--- config.mk ---
export PLATFORM = sky130hd
export DESIGN_NAME = mpu_region_check
export DESIGN_NICKNAME = d
export VERILOG_FILES = /design/src/rtl/mpu_pkg.sv /design/src/rtl/mpu_region_regs.sv /design/src/rtl/mpu_region_match.sv /design/src/rtl/mpu_priority_select.sv /design/src/rtl/mpu_region_check.sv
export SDC_FILE = /design/constraint.sdc
export NUM_CORES = 1
export LEC_CHECK = 0
export BUFFER_PORTS_ARGS = -buffer_cell sky130_fd_sc_hd__clkbuf_2
export CORE_MARGIN = 2
export CORE_UTILIZATION = 35
export DETAILED_ROUTE_END_ITERATION = 10
export PLACE_DENSITY_LB_ADDON = 0.2
export SLEW_MARGIN = 20
export SYNTH_ARGS = -nofsm -noshare
export SYNTH_HDL_FRONTEND = slang
export SYNTH_HIERARCHICAL = 1
export SYNTH_SLANG_ARGS = --single-unit
export TNS_END_PERCENT = 50
--- constraint.sdc ---
create_clock -name clk -period 7.2 [get_ports clk]
set_clock_uncertainty 0.1 [all_clocks]
set_input_delay 0.36 -clock clk [delete_from_list [all_inputs] [get_ports clk]]
set_output_delay 0.36 -clock clk [all_outputs]
set_load 0.01 [all_outputs]
--- src/rtl/mpu_pkg.sv ---
package mpu_pkg;

    localparam int NUM_REGIONS = 8;
    localparam int ADDR_W      = 32;
    localparam int MIN_SHIFT   = 12;
    localparam int SIZE_W      = 5;
    localparam int IDX_W       = $clog2(NUM_REGIONS);
    localparam int PAGE_W      = ADDR_W - MIN_SHIFT;

    // configuration word bit positions
    localparam int F_SIZE_LO = 7;
    localparam int F_PERM_LO = 5;
    localparam int F_BUF     = 4;
    localparam int F_CACHE   = 3;
    localparam int F_EN      = 2;

    typedef enum logic [1:0] {
        PERM_NONE    = 2'd0,
        PERM_PRIV    = 2'd1,
        PERM_USER_RO = 2'd2,
        PERM_FULL    = 2'd3
    } perm_e;

    typedef struct packed {
        logic [PAGE_W-1:0] base;
        logic [SIZE_W-1:0] size_code;
        perm_e             perm;
        logic              bufferable;
        logic              cacheable;
        logic              enable;
    } region_t;

    typedef struct packed {
        logic             valid;
        logic             abort;
        logic             cacheable;
        logic             bufferable;
        logic [IDX_W-1:0] region;
    } resp_t;

    function automatic region_t decode_cfg(input logic [ADDR_W-1:0] w);
        region_t r;
        r.base       = w[ADDR_W-1:MIN_SHIFT];
        r.size_code  = w[F_SIZE_LO +: SIZE_W];
        r.perm       = perm_e'(w[F_PERM_LO +: 2]);
        r.bufferable = w[F_BUF];
        r.cacheable  = w[F_CACHE];
        r.enable     = w[F_EN];
        return r;
    endfunction

    // page bits that take part in the compare: those at or above the size code
    function automatic logic [PAGE_W-1:0] cmp_mask(input logic [SIZE_W-1:0] code);
        logic [PAGE_W-1:0] m;
        for (int i = 0; i < PAGE_W; i++) begin
            m[i] = (i >= int'(code));
        end
        return m;
    endfunction

    function automatic logic perm_allows(input perm_e p, input logic priv, input logic wr);
        case (p)
            PERM_NONE:    return 1'b0;
            PERM_PRIV:    return priv;
            PERM_USER_RO: return priv | ~wr;
            default:      return 1'b1;
        endcase
    endfunction

endpackage

--- src/rtl/mpu_region_regs.sv ---
module mpu_region_regs
    import mpu_pkg::*;
(
    input  logic                    clk,
    input  logic                    rst,
    input  logic                    we,
    input  logic [IDX_W-1:0]        idx,
    input  logic [ADDR_W-1:0]       wdata,
    output region_t                 regions [NUM_REGIONS]
);

    region_t new_cfg;
    assign new_cfg = decode_cfg(wdata);

    for (genvar g = 0; g < NUM_REGIONS; g++) begin : g_reg
        always_ff @(posedge clk) begin
            if (rst) begin
                regions[g] <= '0;
            end else if (we && (idx == IDX_W'(g))) begin
                regions[g] <= new_cfg;
            end
        end
    end

endmodule

--- src/rtl/mpu_region_match.sv ---
module mpu_region_match
    import mpu_pkg::*;
(
    input  region_t                 regions [NUM_REGIONS],
    input  logic [PAGE_W-1:0]       page,
    output logic [NUM_REGIONS-1:0]  hit
);

    for (genvar g = 0; g < NUM_REGIONS; g++) begin : g_cmp
        logic [PAGE_W-1:0] mask;
        assign mask   = cmp_mask(regions[g].size_code);
        assign hit[g] = regions[g].enable &&
                        (((page ^ regions[g].base) & mask) == '0);
    end

endmodule

--- src/rtl/mpu_priority_select.sv ---
module mpu_priority_select
    import mpu_pkg::*;
(
    input  logic [NUM_REGIONS-1:0]  hit,
    output logic                    found,
    output logic [IDX_W-1:0]        winner
);

    always_comb begin
        found  = 1'b0;
        winner = '0;
        for (int i = 0; i < NUM_REGIONS; i++) begin
            if (hit[i]) begin
                found  = 1'b1;
                winner = IDX_W'(i);
            end
        end
    end

endmodule

--- src/rtl/mpu_region_check.sv ---
module mpu_region_check
    import mpu_pkg::*;
(
    input  logic        clk,
    input  logic        rst,
    input  logic        cfg_we,
    input  logic [2:0]  cfg_idx,
    input  logic [31:0] cfg_wdata,
    input  logic        acc_valid,
    input  logic [31:0] acc_addr,
    input  logic        acc_write,
    input  logic        acc_priv,
    output logic        rsp_valid,
    output logic        rsp_abort,
    output logic        rsp_cacheable,
    output logic        rsp_bufferable,
    output logic [2:0]  rsp_region
);

    region_t                regions [NUM_REGIONS];
    logic [NUM_REGIONS-1:0] hit;
    logic                   found;
    logic [IDX_W-1:0]       winner;
    region_t                sel;
    logic                   allowed;
    resp_t                  nxt;
    resp_t                  rsp_q;
    logic                   addr_unused;
    logic                   cfg_unused;

    assign addr_unused = ^acc_addr[MIN_SHIFT-1:0];
    assign cfg_unused  = ^cfg_wdata[1:0];

    mpu_region_regs u_regs (
        .clk     (clk),
        .rst     (rst),
        .we      (cfg_we),
        .idx     (cfg_idx),
        .wdata   (cfg_wdata),
        .regions (regions)
    );

    mpu_region_match u_match (
        .regions (regions),
        .page    (acc_addr[ADDR_W-1:MIN_SHIFT]),
        .hit     (hit)
    );

    mpu_priority_select u_sel (
        .hit    (hit),
        .found  (found),
        .winner (winner)
    );

    assign sel     = regions[winner];
    assign allowed = found && perm_allows(sel.perm, acc_priv, acc_write);

    always_comb begin
        nxt            = '0;
        nxt.valid      = acc_valid;
        if (acc_valid) begin
            nxt.abort      = ~allowed;
            nxt.cacheable  = allowed & sel.cacheable;
            nxt.bufferable = allowed & sel.bufferable;
            nxt.region     = found ? winner : '0;
        end
    end

    always_ff @(posedge clk) begin
        if (rst) rsp_q <= '0;
        else     rsp_q <= nxt;
    end

    assign rsp_valid      = rsp_q.valid;
    assign rsp_abort      = rsp_q.abort;
    assign rsp_cacheable  = rsp_q.cacheable;
    assign rsp_bufferable = rsp_q.bufferable;
    assign rsp_region     = rsp_q.region;

endmodule

==> results of run 1 <==
-- stage by stage --
step | cells | worst slack (ns) | hold slack (ns) | power [mW]
2_1_floorplan | 1373 | 3.90 | 0.344 | 1.68
3_3_place_gp | 1826 | 3.01 | 0.356 | 1.78
3_5_place_dp | 1826 | 2.98 | 0.362 | 1.78
4_1_cts | 1878 | 2.97 | 0.000411 | 3.39
5_1_grt | 1878 | 2.70 | 0.0156 | 3.47
6_report | 1878 | 2.89 | 0.0286 | 3.35
-- logic make-up (layout without fill, tap and decap cells) --
kind of cell               count (synthesis)  in the layout  synth area share
and+or+nand+nor                          381            381             0.172
xor gates and xnor gates                 161            161             0.108
buffers and inverters                    145            139            0.0563
AOI/OAI and AO/OA                        186            186            0.0953
adders and majority gates                  1              1          0.000840
DFF                                      247            247             0.369
muxes                                    252            252             0.198
-- layout make-up --
type | instances | area (um2) | share of cell area
Clock buffer | 38 | 798 | 0.0538
Sequential cell | 247 | 4940 | 0.333
Clock inverter | 14 | 239 | 0.0161
Inverter | 11 | 41.3 | 0.00278
Timing Repair Buffer | 76 | 427 | 0.0287
Tap cell | 511 | 639 | 0.0431
Multi-Input combinational cell | 981 | 7750 | 0.522
-- metal layers --
metal	part of all wire	up-vias	global-route usage	routed length, um
met2	0.47	216	0.337	18600
met4	0.028	0	0.0549	1130
li1	-	4629	-	-
met5	0	-	0	0
met3	0.040	62	0.0273	1600
met1	0.46	4621	0.271	18600
-- state kept, by name, indices dropped and copies added (netlist names) --
name,cells
rsp_abort,1
rsp_valid,1
u_regs/regions,240
rsp_region,3
rsp_bufferable,1
rsp_cacheable,1
-- power groups by stage --
stage / clock network [mW] / logic [mW] / registers (mW)
floorplan: 0 / 0.233 / 1.44
global placement: 0 / 0.322 / 1.46
detailed placement: 0 / 0.322 / 1.46
CTS: 1.64 / 0.323 / 1.43
global route: 1.70 / 0.344 / 1.43
finish: 1.60 / 0.321 / 1.43
-- cell usage in the layout, fill, tap and decap left out, types with 10 or more instances in the layout --
master,synthesis,routed
nor2_1,17,17
a21oi_1,46,46
nand2_1,27,27
buf_4,7,10
dfxtp_1,247,247
clkbuf_16,0,28
o21ai_0,35,35
nand2b_1,273,273
inv_1,10,10
xor2_1,59,59
xnor2_1,98,98
nor3_1,13,13
mux2i_1,243,243
clkbuf_2,1,64
o211ai_1,12,12
-- worst min path at each step --
stage | startpoint | endpoint
final | acc_valid | rsp_valid
after global routing | acc_valid | rsp_valid
after CTS | acc_valid | rsp_valid
after detailed placement | u_regs/regions[212] | u_regs/regions[212]
after global placement | u_regs/regions[121] | u_regs/regions[121]
after floorplan | u_regs/regions[211] | u_regs/regions[211]
==> impl_metrics.toml, run 1 <==
[global_route]
grt_pass1_wl_um = 59400
antenna_found_initial = 0
grt_pass1_vias = 9384
track_usage = 0.201
overflow = 0
grt_max_degree = 144

[logic_synthesis]
postSynthAreaPerCell_um2 = 9.76
synth_area_leader_cell = "dfxtp_1"
synth_nets = 1446
synth.ff_latch_count = 247
synth_flop_cell = "dfxtp_1"
ys_async_sr_fraction = 0
synth.top_cell.area_share = 0.369
netlist_area_um2 = 13400
yosysWarningCount = 6
synth_edf_count = 0
yosysMostFrequentCell = "nand2b_1"
yosys.cell_types.count = 81
synthTopCellsByArea = "dfxtp_1, mux2i_1, nand2b_1"
synth_cells = 1373
yosysSeqAreaShare = 0.369
synth_commonest_cells = "nand2b_1, dfxtp_1, mux2i_1"

[worst_setup_path]
worstPathArrival_ns = 4.63
path_buf_inv = 0
cp.depth = 10
regToRegSetupSlack_ns = 2.89
start_kind = "flop"
crit_family = "compound AO/OA/AOI/OAI gates"
cpMaxStageDelayCell = "a211oi_1"
critical-path-max-stage-delay_ns = 0.75
endpoint_kind = "flop"
cp_max_fo = 9
cp-endpoint = "rsp_cacheable"
cp_data_required_time_ns = 7.52
critPathKind = "flop to flop"
r2r-start = "u_regs/regions[95]"
reg2regPathDepth = 10
r2r_end = "rsp_cacheable"
crit_path_start = "u_regs/regions[95]"
worstPathCellList = "o21ai_0, a221oi_2, o221ai_1, a211oi_1, nor2_1, nand2_1, mux4_2, mux2_4, a221oi_4, nor3_1"

[cts]
cts_tree = "done"
postCtsSetupRepairBufs = 0
cts_resized = 0
cts_root_buf = "clkbuf_16"
cts_buffers = 28
htreeDepth = 1
hold_buffers = 0
clock-sinks = 247
clk_pin_slew_ns = 0.06
clock_latency_ns = 0.57
cts_buffer_depth = 3

[timing]
finalHoldViolations = 0
fmax_ghz = 0.232
max_slew_margin = 0.264
drv_slew = 0
fin_setup_tns_ns = 0
tightest_slew_ns = 1.10
finalCritPeriodShare = 0.598
period_minus_slack_ns = 4.31
setup_viol = 0
rsz0062_at_grt = "false"

[pwr]
combPwrFrac = 0.096
pwr-share-seq = 0.426
switching_share = 0.248
pwr-share-clk = 0.478
irDropWorstVdd_mv = 0.168
switching_power_mw = 0.829
power.leakage_nw = 6.48
powerDensity_nw_per_um2 = 226
p_int_mw = 2.52

[routing]
antenna_left = 0
vias = 9528
drtPass1Iterations = 7
routed_wl_um = 39900
drtIter0Drc = 683
vias_per_cell = 5.07
drc = 0
wire_per_inst_um = 21.3

[floorplan]
core-area_um2 = 37700
ios = 80
die_h_um = 200
start_util = 0.356
placementRows = 71
die_area_um2 = 39900
fp.dieW_um = 200

[place]
place_congestion = 0.874
io_buffer_count = 65
place_area_um2 = 13800
hpwl_um = 26900

[cells_and_area]
drive_above_1_share = 0.112
antenna-diode-count = 0
fin_area_um2 = 14800
nets = 1418
finalCoreUtilization = 0.394
fill_cells = 3794
synthToLayoutAreaGrowth_pct = 10.8

[hold_path]
hold_path_class = "input pin to flop"
hold_depth = 2

[run_status]
outcome = "complete, no violations"

[job]
timing.max_cap.violations = 0
Note: power is estimated with default switching activity, not from simulation.
==> inputs of run 2 (changes only) <==
==> constraint.sdc (replaced) <==
create_clock -name clk -period 3.75 [get_ports clk]
set_clock_uncertainty 0.1 [all_clocks]
set_input_delay 0.1875 -clock clk [delete_from_list [all_inputs] [get_ports clk]]
set_output_delay 0.1875 -clock clk [all_outputs]
set_load 0.01 [all_outputs]
==> run 2 against run 1 <==
Net effect: register-to-register slack worse by 2.8 ns; count of clock-buffer cells in the layout is 9 higher; die area stayed put; critical path depth is 4 higher; largest power group unchanged; maximum frequency is 19% higher; non-clock buffer count is 102 higher; power is 93% higher; core utilization is 2.3 points higher.
==> impl_metrics.toml, run 2 (synthesized netlist as in run 1, its figures left out) <==
[hold_path]
hold_path_class = "input pin to flop"

[place]
io_buffer_count = 65
hpwl_um = 28800
dpl_worst_slack_ns = -0.106
place_congestion = 0.872

[pwr]
combPwrFrac = 0.110
irDropWorstVdd_mv = 0.342
powerDensity_nw_per_um2 = 411
power.leakage_nw = 7.02
pwr-share-seq = 0.423
switching_share = 0.251
p_total_mw = 6.45
p_int_mw = 4.83
pwr-share-clk = 0.467
switching_power_mw = 1.62

[cts]
clock-sinks = 247
cts_tree = "done"
cts_buffers = 30
clk_pin_slew_ns = 0.06
cts_buffer_depth = 3
cts_root_buf = "clkbuf_16"
clock_latency_ns = 0.58
htreeDepth = 1

[timing]
rsz0062_at_grt = "false"
tightest_slew_ns = 1.07
finalCritPeriodShare = 0.963
fmax_ghz = 0.277
hold_ws_ns = 0.00914
finalHoldViolations = 0
setup_viol = 0
drv_slew = 0
layout_setup_ws_ns = 0.138
max_slew_margin = 0.286
period_minus_slack_ns = 3.61

[routing]
drtPass1Iterations = 5
vias = 9961
vias_per_cell = 5.03
routed_wl_um = 41300
drc = 0
antenna_left = 0
wire_per_inst_um = 20.8
drtIter0Drc = 619

[worst_setup_path]
start_kind = "flop"
crit_path_start = "u_regs/regions[7]"
cp_max_fo = 8
cp_data_required_time_ns = 4.15
r2r_end = "rsp_abort"
endpoint_kind = "flop"
worstPathArrival_ns = 4.01
regToRegSetupSlack_ns = 0.14
critPathKind = "flop to flop"
reg2regPathDepth = 14
cp-endpoint = "rsp_abort"
r2r-start = "u_regs/regions[7]"

[global_route]
grt_pass1_vias = 9888
grt_use_met3 = 0.0257
met2_usage = 0.346
track_usage = 0.208
grt_pass1_wl_um = 61500
antenna_found_initial = 1
busiest_layer = "met2"
overflow = 0
met1_usage = 0.281
grt_max_degree = 100

[cells_and_area]
antenna-diode-count = 0
largest_reg_flops = 240
nets = 1522
final_common_cell = "nand2b_1"
drive_above_1_share = 0.173
synthToLayoutAreaGrowth_pct = 17.2
fill_cells = 3770
regMostFlops = "u_regs/regions"
final_cell_mix = "nand2b_1, mux2i_1, dfxtp_1"

[floorplan]
fp.dieW_um = 200
die_h_um = 200
placementRows = 71
start_util = 0.356
die_area_um2 = 39900
ios = 80
core-area_um2 = 37700

[run_status]
outcome = "complete, no violations"

[job]
timing.max_cap.violations = 0
[run 2: changes by cell type in the layout (fill, tap and decap cells not counted), sizes merged]
cell	change
buf	+93
bufinv	-4
clkbuf	+9
clkinv	-2
clkinvlp	-3
dlygate4sd3	+9
inv	+1
[run 2: layer usage]
metal  up-vias  wire (um)
met3        64       1650
met5         -          0
met1      4835      19200
met4         0       1210
met2       226      19200
li1       4836          -
[run 2: worst min path at each step]
stage                              startpoint                   to  slack, ns  cells past startpoint
after detailed placement  u_regs/regions[152]  u_regs/regions[152]       0.36                      2
after global placement    u_regs/regions[121]  u_regs/regions[121]       0.36                      2
after floorplan                           rst            rsp_valid       0.20                      1
after global routing            cfg_wdata[18]   u_regs/regions[76]       0.04                      3
final                            cfg_wdata[6]   u_regs/regions[64]      0.009                      3
after CTS                       cfg_wdata[18]   u_regs/regions[76]      0.003                      3
[run 2: area by class of cell]
class,instances,area [um2],area share
Sequential cell,247,4950,0.315
Timing Repair Buffer,178,1240,0.0790
Inverter,11,41.3,0.00263
Multi-Input combinational cell,981,7800,0.497
Clock inverter,6,95.1,0.00606
Clock buffer,47,935,0.0595
Tap cell,511,639,0.0407
[run 2: through the flow]
stage | std cells | util | setup TNS [ns] | instance area, um2
after floorplan | 1373 | - | 0 | 13400
after global placement | 1917 | 0.385 | -0.348 | 14500
after detailed placement | 1917 | 0.385 | -0.305 | 14500
after CTS | 1979 | 0.415 | 0 | 15600
after global routing | 1981 | 0.417 | 0 | 15700
final | 1981 | 0.417 | 0 | 15700
[run 2: power groups by stage]
stage / registers [mW] / logic [mW] / clock network (mW)
detailed placement: 2.79 / 0.696 / 0
floorplan: 2.77 / 0.448 / 0
global placement: 2.78 / 0.695 / 0
CTS: 2.73 / 0.707 / 3.07
finish: 2.73 / 0.708 / 3.01
global route: 2.74 / 0.754 / 3.17
[run 2: repair_timing]
| action | CTS | global route |
|---|---|---|
| setup endpoints to repair | 3 | 3 |
| hold buffers | 9 | 0 |
| resized for setup | 1 | 11 |
| setup buffers | 0 | 2 |
| hold endpoints to repair | 54 | 0 |
| pin swaps | 0 | 1 |
[run 2: worst max-delay path: stages, from the launching register on]
cell and delay [ns]:
dfxtp_1 0.48, and3_1 0.22, o211ai_1 0.12, a211oi_1 0.31, buf_4 0.20, o2111ai_1 0.19, a21oi_1 0.19, buf_4 0.16
a21oi_1 0.07, o31ai_4 0.07, buf_4 0.19, mux4_2 0.49, mux2_4 0.30, a221oi_4 0.29, o21a_1 0.17
